`config.mk`:
```
export PLATFORM = sky130hd
export DESIGN_NAME = gpio_edge_ctrl
export DESIGN_NICKNAME = d
export VERILOG_FILES = /design/src/rtl/gpio_edge_ctrl.sv
export SDC_FILE = /design/constraint.sdc
export NUM_CORES = 1
export LEC_CHECK = 0
export CAP_MARGIN = 40
export CORE_MARGIN = 2
export CORE_UTILIZATION = 41
export CTS_BUF_LIST = sky130_fd_sc_hd__clkbuf_4 sky130_fd_sc_hd__clkbuf_8 sky130_fd_sc_hd__clkbuf_16
export DETAILED_ROUTE_END_ITERATION = 7
export DONT_BUFFER_PORTS = 1
export PLACE_DENSITY = 0.63
export SETUP_SLACK_MARGIN = 0.1
export SLEW_MARGIN = 30
export SYNTH_ARGS = -nofsm -noshare
export SYNTH_HDL_FRONTEND = slang
export SYNTH_SLANG_ARGS = --single-unit
export TNS_END_PERCENT = 100
```
`constraint.sdc`:
```
create_clock -name clk -period 2.7 [get_ports clk]
set_input_delay 0.27 -clock clk [delete_from_list [all_inputs] [get_ports clk]]
set_output_delay 0.27 -clock clk [all_outputs]
set_load 0.03 [all_outputs]
```
`src/rtl/gpio_edge_ctrl.sv`:
```
module gpio_edge_ctrl #(
  parameter int NPORT = 6,
  parameter int NIRQ = 3,
  parameter int W = 8,
  parameter int AW = 4,
  parameter logic [7:0] PG_EN = 8'h80,
  parameter logic [7:0] PG_POL = 8'h40,
  parameter logic [7:0] PG_EV = 8'hC0
) (
  input  logic                 clk,
  input  logic                 rst_n,
  input  logic                 bus_wr,
  input  logic [AW-1:0]        bus_addr,
  input  logic [W-1:0]         bus_wdata,
  output logic [W-1:0]         bus_rdata,
  input  logic [NPORT*W-1:0]   pin_in,
  output logic [NPORT*W-1:0]   pin_out,
  output logic                 irq
);
  localparam int NL = NPORT * W;
  localparam int NI = NIRQ * W;
  localparam logic [AW-1:0] A_SUM = AW'(NPORT);
  localparam logic [AW-1:0] A_PAGE = AW'(NPORT + 1);
  localparam logic [AW-1:0] A_WIN = AW'(NPORT + 2);

  logic [NL-1:0] s1, s2, out_q;
  logic [NI-1:0] prv, en, pol, ev;
  logic [W-1:0] page;
  logic [NIRQ-1:0] pend;
  logic win_wr;

  assign pin_out = out_q;
  assign irq = |pend;
  assign win_wr = bus_wr && (bus_addr >= A_WIN) && (bus_addr < A_WIN + AW'(NIRQ));

  always_ff @(posedge clk or negedge rst_n) begin
    if (!rst_n) begin
      s1 <= '0;
      s2 <= '0;
      prv <= '0;
    end else begin
      s1 <= pin_in;
      s2 <= s1;
      prv <= s2[NI-1:0];
    end
  end

  always_ff @(posedge clk or negedge rst_n) begin
    if (!rst_n) page <= PG_EV;
    else if (bus_wr && bus_addr == A_PAGE) page <= bus_wdata;
  end

  for (genvar p = 0; p < NPORT; p++) begin : g_out
    always_ff @(posedge clk or negedge rst_n) begin
      if (!rst_n) out_q[p*W +: W] <= '0;
      else if (bus_wr && bus_addr == AW'(p)) out_q[p*W +: W] <= bus_wdata;
    end

    p_out_load_r1: assert property (@(posedge clk) disable iff (!rst_n)
      (bus_wr && bus_addr == AW'(p)) |=> (pin_out[p*W +: W] == $past(bus_wdata)));
  end

  for (genvar p = 0; p < NIRQ; p++) begin : g_irq
    logic sel;
    logic [W-1:0] en_nx, hit, cur, old;
    assign sel = bus_wr && bus_addr == AW'(NPORT + 2 + p);
    assign en_nx = (sel && page == PG_EN) ? bus_wdata : en[p*W +: W];
    assign cur = s2[p*W +: W];
    assign old = prv[p*W +: W];
    assign hit = en[p*W +: W] & ((pol[p*W +: W] & cur & ~old) | (~pol[p*W +: W] & ~cur & old));
    assign pend[p] = |ev[p*W +: W];

    always_ff @(posedge clk or negedge rst_n) begin
      if (!rst_n) begin
        en[p*W +: W] <= '0;
        pol[p*W +: W] <= '0;
        ev[p*W +: W] <= '0;
      end else begin
        en[p*W +: W] <= en_nx;
        if (sel && page == PG_POL) pol[p*W +: W] <= bus_wdata;
        ev[p*W +: W] <= en_nx & (ev[p*W +: W] | hit);
      end
    end

    p_ev_page_ignore_r9: assert property (@(posedge clk) disable iff (!rst_n)
      (sel && page == PG_EV) |=> ($stable(en[p*W +: W]) && $stable(pol[p*W +: W])));
  end

  always_comb begin
    bus_rdata = '0;
    for (int p = 0; p < NPORT; p++)
      if (bus_addr == AW'(p)) bus_rdata = s2[p*W +: W];
    if (bus_addr == A_SUM) bus_rdata[NIRQ-1:0] = pend;
    if (bus_addr == A_PAGE) bus_rdata = page;
    for (int p = 0; p < NIRQ; p++)
      if (bus_addr == AW'(NPORT + 2 + p)) begin
        if (page == PG_EN) bus_rdata = en[p*W +: W];
        else if (page == PG_POL) bus_rdata = pol[p*W +: W];
        else if (page == PG_EV) bus_rdata = ev[p*W +: W];
      end
  end

  p_ev_needs_en_r6: assert property (@(posedge clk) disable iff (!rst_n)
    (ev & ~en) == '0);

  p_ev_cause_r5: assert property (@(posedge clk) disable iff (!rst_n)
    1'b1 |=> ((ev & ~$past(ev) & ~$past(en)) == '0));

  p_irq_hold_r8: assert property (@(posedge clk) disable iff (!rst_n)
    (irq && !(win_wr && page == PG_EN)) |=> irq);

  p_sum_upper_zero_r7: assert property (@(posedge clk) disable iff (!rst_n)
    (bus_addr == A_SUM) |-> (bus_rdata[W-1:NIRQ] == '0));
endmodule

```
Yosys cells after proc, flatten, opt, wreduce, memory -nomap -nowiden
Index checks and enable logic that the tools add are counted.

Equality and inequality tests: 13. Mux-type cells: 23. Bitwise logic cells: 33. Reductions and logical operators: 21.

Operator list (number): 2-to-1 mux 8 bit (22); bitwise AND 8 bit (18); inverter 8 bit (9); bitwise OR 8 bit (6); OR reduction 24 bit (1); OR reduction 8 bit (3); equality test 4 x 3 -> 1 bit, second input constant (4); equality test 8 bit, second input constant (2); logical AND 1 bit (16); equality test 4 bit, second input constant (3); equality test 4 x 2 -> 1 bit, second input constant (2); equality test 8 x 7 -> 1 bit, second input constant (1); equality test 4 x 1 -> 1 bit, second input constant (1); logical NOT 4 bit (1); 2-to-1 mux 3 bit (1).

Flip-flop bits (word level): 248. Output and inout port bits: 57.

Logic depth before layout (Yosys ltp)
Depth in word-level cells: 21. Mapped depth: 8. Gate-level depth less buffers: 5.

Worst setup path after synthesis
OpenSTA, ideal clock, no wires.

Path kind: flip-flop to output port. From: register page[7]. To: output port bus_rdata[2]. Data arrival time: 2.049 ns. Slack: 0.381 ns. Cell stages (with the launch flop): 8. Cell sequence: dfstp_2 buf_2 buf_1 mux2_2 a221oi_1 nor2_1 nand2_1 o221ai_1.

Longest elaborated chain between the ends: 13.

Ends and longest elaborated chain: from (decl) (RTL line 28) `logic [W-1:0] page;`; from (signal assigned) (RTL line 50) `else if (bus_wr && bus_addr == A_PAGE) page <= bus_wdata;`; equality test 8 bit (RTL line 99) `else if (page == PG_EV) bus_rdata = ev[p*W +: W];`; 2-to-1 mux 8 bit (RTL line 99); 2-to-1 mux 8 bit (RTL line 98) `else if (page == PG_POL) bus_rdata = pol[p*W +: W];`; 2-to-1 mux 8 bit (RTL line 97) `if (page == PG_EN) bus_rdata = en[p*W +: W];`; 2-to-1 mux 8 bit (RTL line 96) `if (bus_addr == AW'(NPORT + 2 + p)) begin`; 2-to-1 mux 8 bit (RTL line 99); 2-to-1 mux 8 bit (RTL line 98); 2-to-1 mux 8 bit (RTL line 97); 2-to-1 mux 8 bit (RTL line 96); 2-to-1 mux 8 bit (RTL line 99); 2-to-1 mux 8 bit (RTL line 98); 2-to-1 mux 8 bit (RTL line 97); 2-to-1 mux 8 bit (*) (RTL line 96); to (decl) (RTL line 15) `output logic [W-1:0] bus_rdata,`.

Mark *: on every way between the ends. The rest lies on a longest branch, timed or not.

Worst setup path in the final report
From: register page[7]. To: output port bus_rdata[1].

The elaborated chain is that of the path after synthesis.

==> run summary <==
Status -> finished with violations
Failing checks -> hold timing, setup timing
Ant. Diodes -> 0
Root buf cell -> clkbuf_16
Worst EP required -> 2430 ps
Initial drt markers -> 450
Max H-tree Level -> 1
Final setup violating endpoints -> 2
Vias in the first global route -> 6,280
Critical Path Fanout Max -> 5
Mean post-synth cell area -> 13.4 sq um
Final GP Congestion -> 0.878
Synth Net Count -> 777
DP Worst Slack -> 366 ps
VDD IR max -> 0.523 mV
Initial antenna violation count -> 0
Slowest cell on crit path -> dfstp_4
Endpoint type of the worst setup path -> primary output
Post-route setup slack -> -14.5 ps
First-pass GRT wire length -> 35.8 mm
Final wirelength -> 23.1 mm
Setup Skew -> 11.2 ps
Die area -> 0.0246 sq mm
Net count, final -> 864
CTS sink cnt -> 248
Number of CTS-inserted buffers -> 27
Synth Cell Area -> 0.00957 sq mm
Total power -> 9.54 mW
Initial Util -> 0.420
Total gr overflow -> 0
Gr usage total -> 0.191
Startpoint types -> register
P_leak -> 5.61 nW
Post-DP HPWL -> 14.7 mm
Crit path kind -> reg -> out
Crit path largest cell delay -> 680 ps
Synthesized instance count -> 714
Vias per cell -> 5.32
Crit-path cells -> buf_6 -> mux2_4 -> a221oi_2 -> nor2_1 -> a211o_1 -> buf_12
Largest net degree at the start of global routing -> 249
Io pins -> 120
Hold WC Path Type -> in -> async
Buffers on Ports -> 0
Rows -> 55
Area grow syn2layout -> 24.7%
Core Util, Final -> 0.524
RSZ-0062 raised after global routing -> yes
Slew Limit Fails -> 0
Synth unique cells -> 40
Slew headroom -> 0.492
# DRC -> 0
Fin crit period -> 2710 ps
CTS tree -> done
Worst-path clk slew -> 60 ps
Hold slack -> -544 ps
Share of cells above drive strength 1 -> 0.301
Post-synthesis sequential area ratio -> 0.649
YS warnings -> 0
CTS Hold Bufs -> 56
TritonRoute pass-1 iters -> 5
Antenna-violating nets left -> 0
Max cap viols -> 0
Number of buffers on the longest clock path -> 3
Routed len/inst -> 20.4 um
Die width -> 157 um
Period utilization -> 1.01
CORE AREA -> 0.0228 sq mm
Fmax -> 368 MHz
Die height -> 157 um
Worst EP arrival -> 2440 ps
Pwr dens -> 800 mW/mm^2
Synth Register Bits -> 248
Worst skew pair latency -> 520 ps
Via count -> 6,028
Final hold violation count -> 248
Worst-Margin Slew -> 759 ps
-- repair_timing --
action                     4_1_cts  5_1_grt
pin swaps                       12       13
resized for setup               36       13
hold endpoints to repair       400      248
setup buffers                    9        0
cloned                           1        0
setup endpoints to repair        8        8
-- layout by cell type (no fill, tap or decap), types with 2 or more instances in the layout --
| master | n |
|---|---|
| o221ai_2 | 2 |
| nand2_1 | 72 |
| bufinv_16 | 6 |
| nand3_1 | 5 |
| nor4_1 | 7 |
| o32ai_1 | 2 |
| clkbuf_4 | 2 |
| o221ai_1 | 5 |
| buf_6 | 5 |
| buf_12 | 7 |
| mux2i_1 | 6 |
| o21ai_0 | 34 |
| clkbuf_8 | 4 |
| mux2_4 | 11 |
| dfrtp_1 | 246 |
| or4_1 | 2 |
| a211o_1 | 2 |
| mux2_2 | 122 |
| dlygate4sd3_1 | 56 |
| a22oi_2 | 2 |
| a21oi_1 | 6 |
| nand2_2 | 4 |
| nor2_1 | 50 |
| nand2b_1 | 2 |
| clkbuf_16 | 27 |
| mux4_2 | 2 |
| a22oi_1 | 6 |
| nand4_2 | 3 |
| clkinv_4 | 2 |
| o21ai_1 | 4 |
| inv_1 | 5 |
| nand3b_1 | 4 |
| and2_1 | 24 |
| a221oi_1 | 2 |
| clkinv_2 | 5 |
| o32a_1 | 2 |
| a21o_1 | 24 |
| a221oi_2 | 15 |
| buf_4 | 15 |
| buf_8 | 2 |
-- cell type report --
| type | instances | area, sq um |
|---|---|---|
| Fill cell | 1887 | 10800 |
| Sequential cell | 248 | 6210 |
| Timing Repair Buffer | 86 | 927 |
| Clock inverter | 15 | 241 |
| Inverter | 5 | 18.8 |
| Multi-Input combinational cell | 433 | 3390 |
| Tap cell | 313 | 392 |
| Clock buffer | 33 | 746 |
-- flip-flops by register name (all words and copies together) (netlist names) --
register and count:
en 24, pin_out 48, s2 48, page 8
pol 24, s1 48, prv 24, ev 24
-- worst paths after layout --
check,start,endpoint,slack (ps),cells after the start
setup reg to reg,page[7],ev[2],210,8
min in group clk,bus_wr,page[4],130,2
setup / recovery,page[7],bus_rdata[1],-10,6
hold reg to reg,s1[27],s2[27],350,0
max in group asynchronous,rst_n,ev[16],2960,0
hold / removal,rst_n,s2[36],-540,0
-- cell usage after synthesis --
cell type	instances	area share
o211ai_1	1	0.00079
nor2_1	50	0.020
o32ai_1	2	0.0018
nand2_2	4	0.0026
o21ai_0	38	0.020
buf_4	2	0.0016
or3_1	1	0.00065
inv_1	5	0.0020
mux2i_1	6	0.0063
mux2_2	133	0.16
nand3b_1	4	0.0031
and4b_1	1	0.0010
nor4_1	8	0.0052
nor2_2	1	0.00065
mux4_2	2	0.0047
and2_1	25	0.016
nor2b_1	1	0.00065
a22oi_1	8	0.0063
a21oi_1	6	0.0031
nor3_1	1	0.00052
a211o_1	2	0.0018
o32a_1	2	0.0021
buf_1	4	0.0016
a21o_1	24	0.019
or2_2	1	0.00065
or4_1	2	0.0016
buf_2	4	0.0021
nand4_2	3	0.0039
nand2b_1	2	0.0013
o22ai_1	1	0.00065
o221ai_1	7	0.0064
clkbuf_1	18	0.0071
nand2_1	72	0.028
nand3_1	5	0.0026
dfrtp_1	246	0.64
a31oi_1	1	0.00065
o311ai_0	1	0.00092
dfstp_2	2	0.0055
nor4b_2	1	0.0016
a221oi_1	17	0.016
-- worst max-delay path: cells and delay by family (launching register included) --
family | cells | cell delay (ps)
flops | 1 | 680
compound gates | 2 | 560
buf+inv | 2 | 310
mux | 1 | 300
simple gates | 1 | 80
-- power breakdown --
part | switching, mW | internal [mW]
Combinational | 0.396 | 0.501
Sequential | 0.592 | 4.05
Clock | 1.47 | 2.54
-- stage by stage --
step | hold WS (ps) | cells | TNS, ps | instance area [sq um]
finish | -544 | 1133 | -16.3 | 11900
global route | -575 | 1133 | -426 | 11900
CTS | -569 | 1133 | -52.6 | 11900
detailed placement | -11.6 | 1019 | 0 | 10100
global placement | -20.5 | 1019 | 0 | 10100
floorplan | -25.6 | 714 | 0 | 9570
-- layer usage --
layer | up-vias | global-route usage | wire (um)
li1 | 2708 | - | -
met1 | 3084 | 0.247 | 9760
met2 | 190 | 0.317 | 11400
met3 | 46 | 0.0415 | 1310
met4 | 0 | 0.0712 | 598
met5 | - | 0 | 0
-- cell families after synthesis --
logic type             Yosys count  synth area share
AO/OA/AOI/OAI                  110            0.0789
buffers and inverters           33            0.0143
flip-flops                     248             0.649
multiplexers                   141             0.168
AND/OR/NAND/NOR                182            0.0904
No activity file was read; power rests on OpenSTA's default activity.
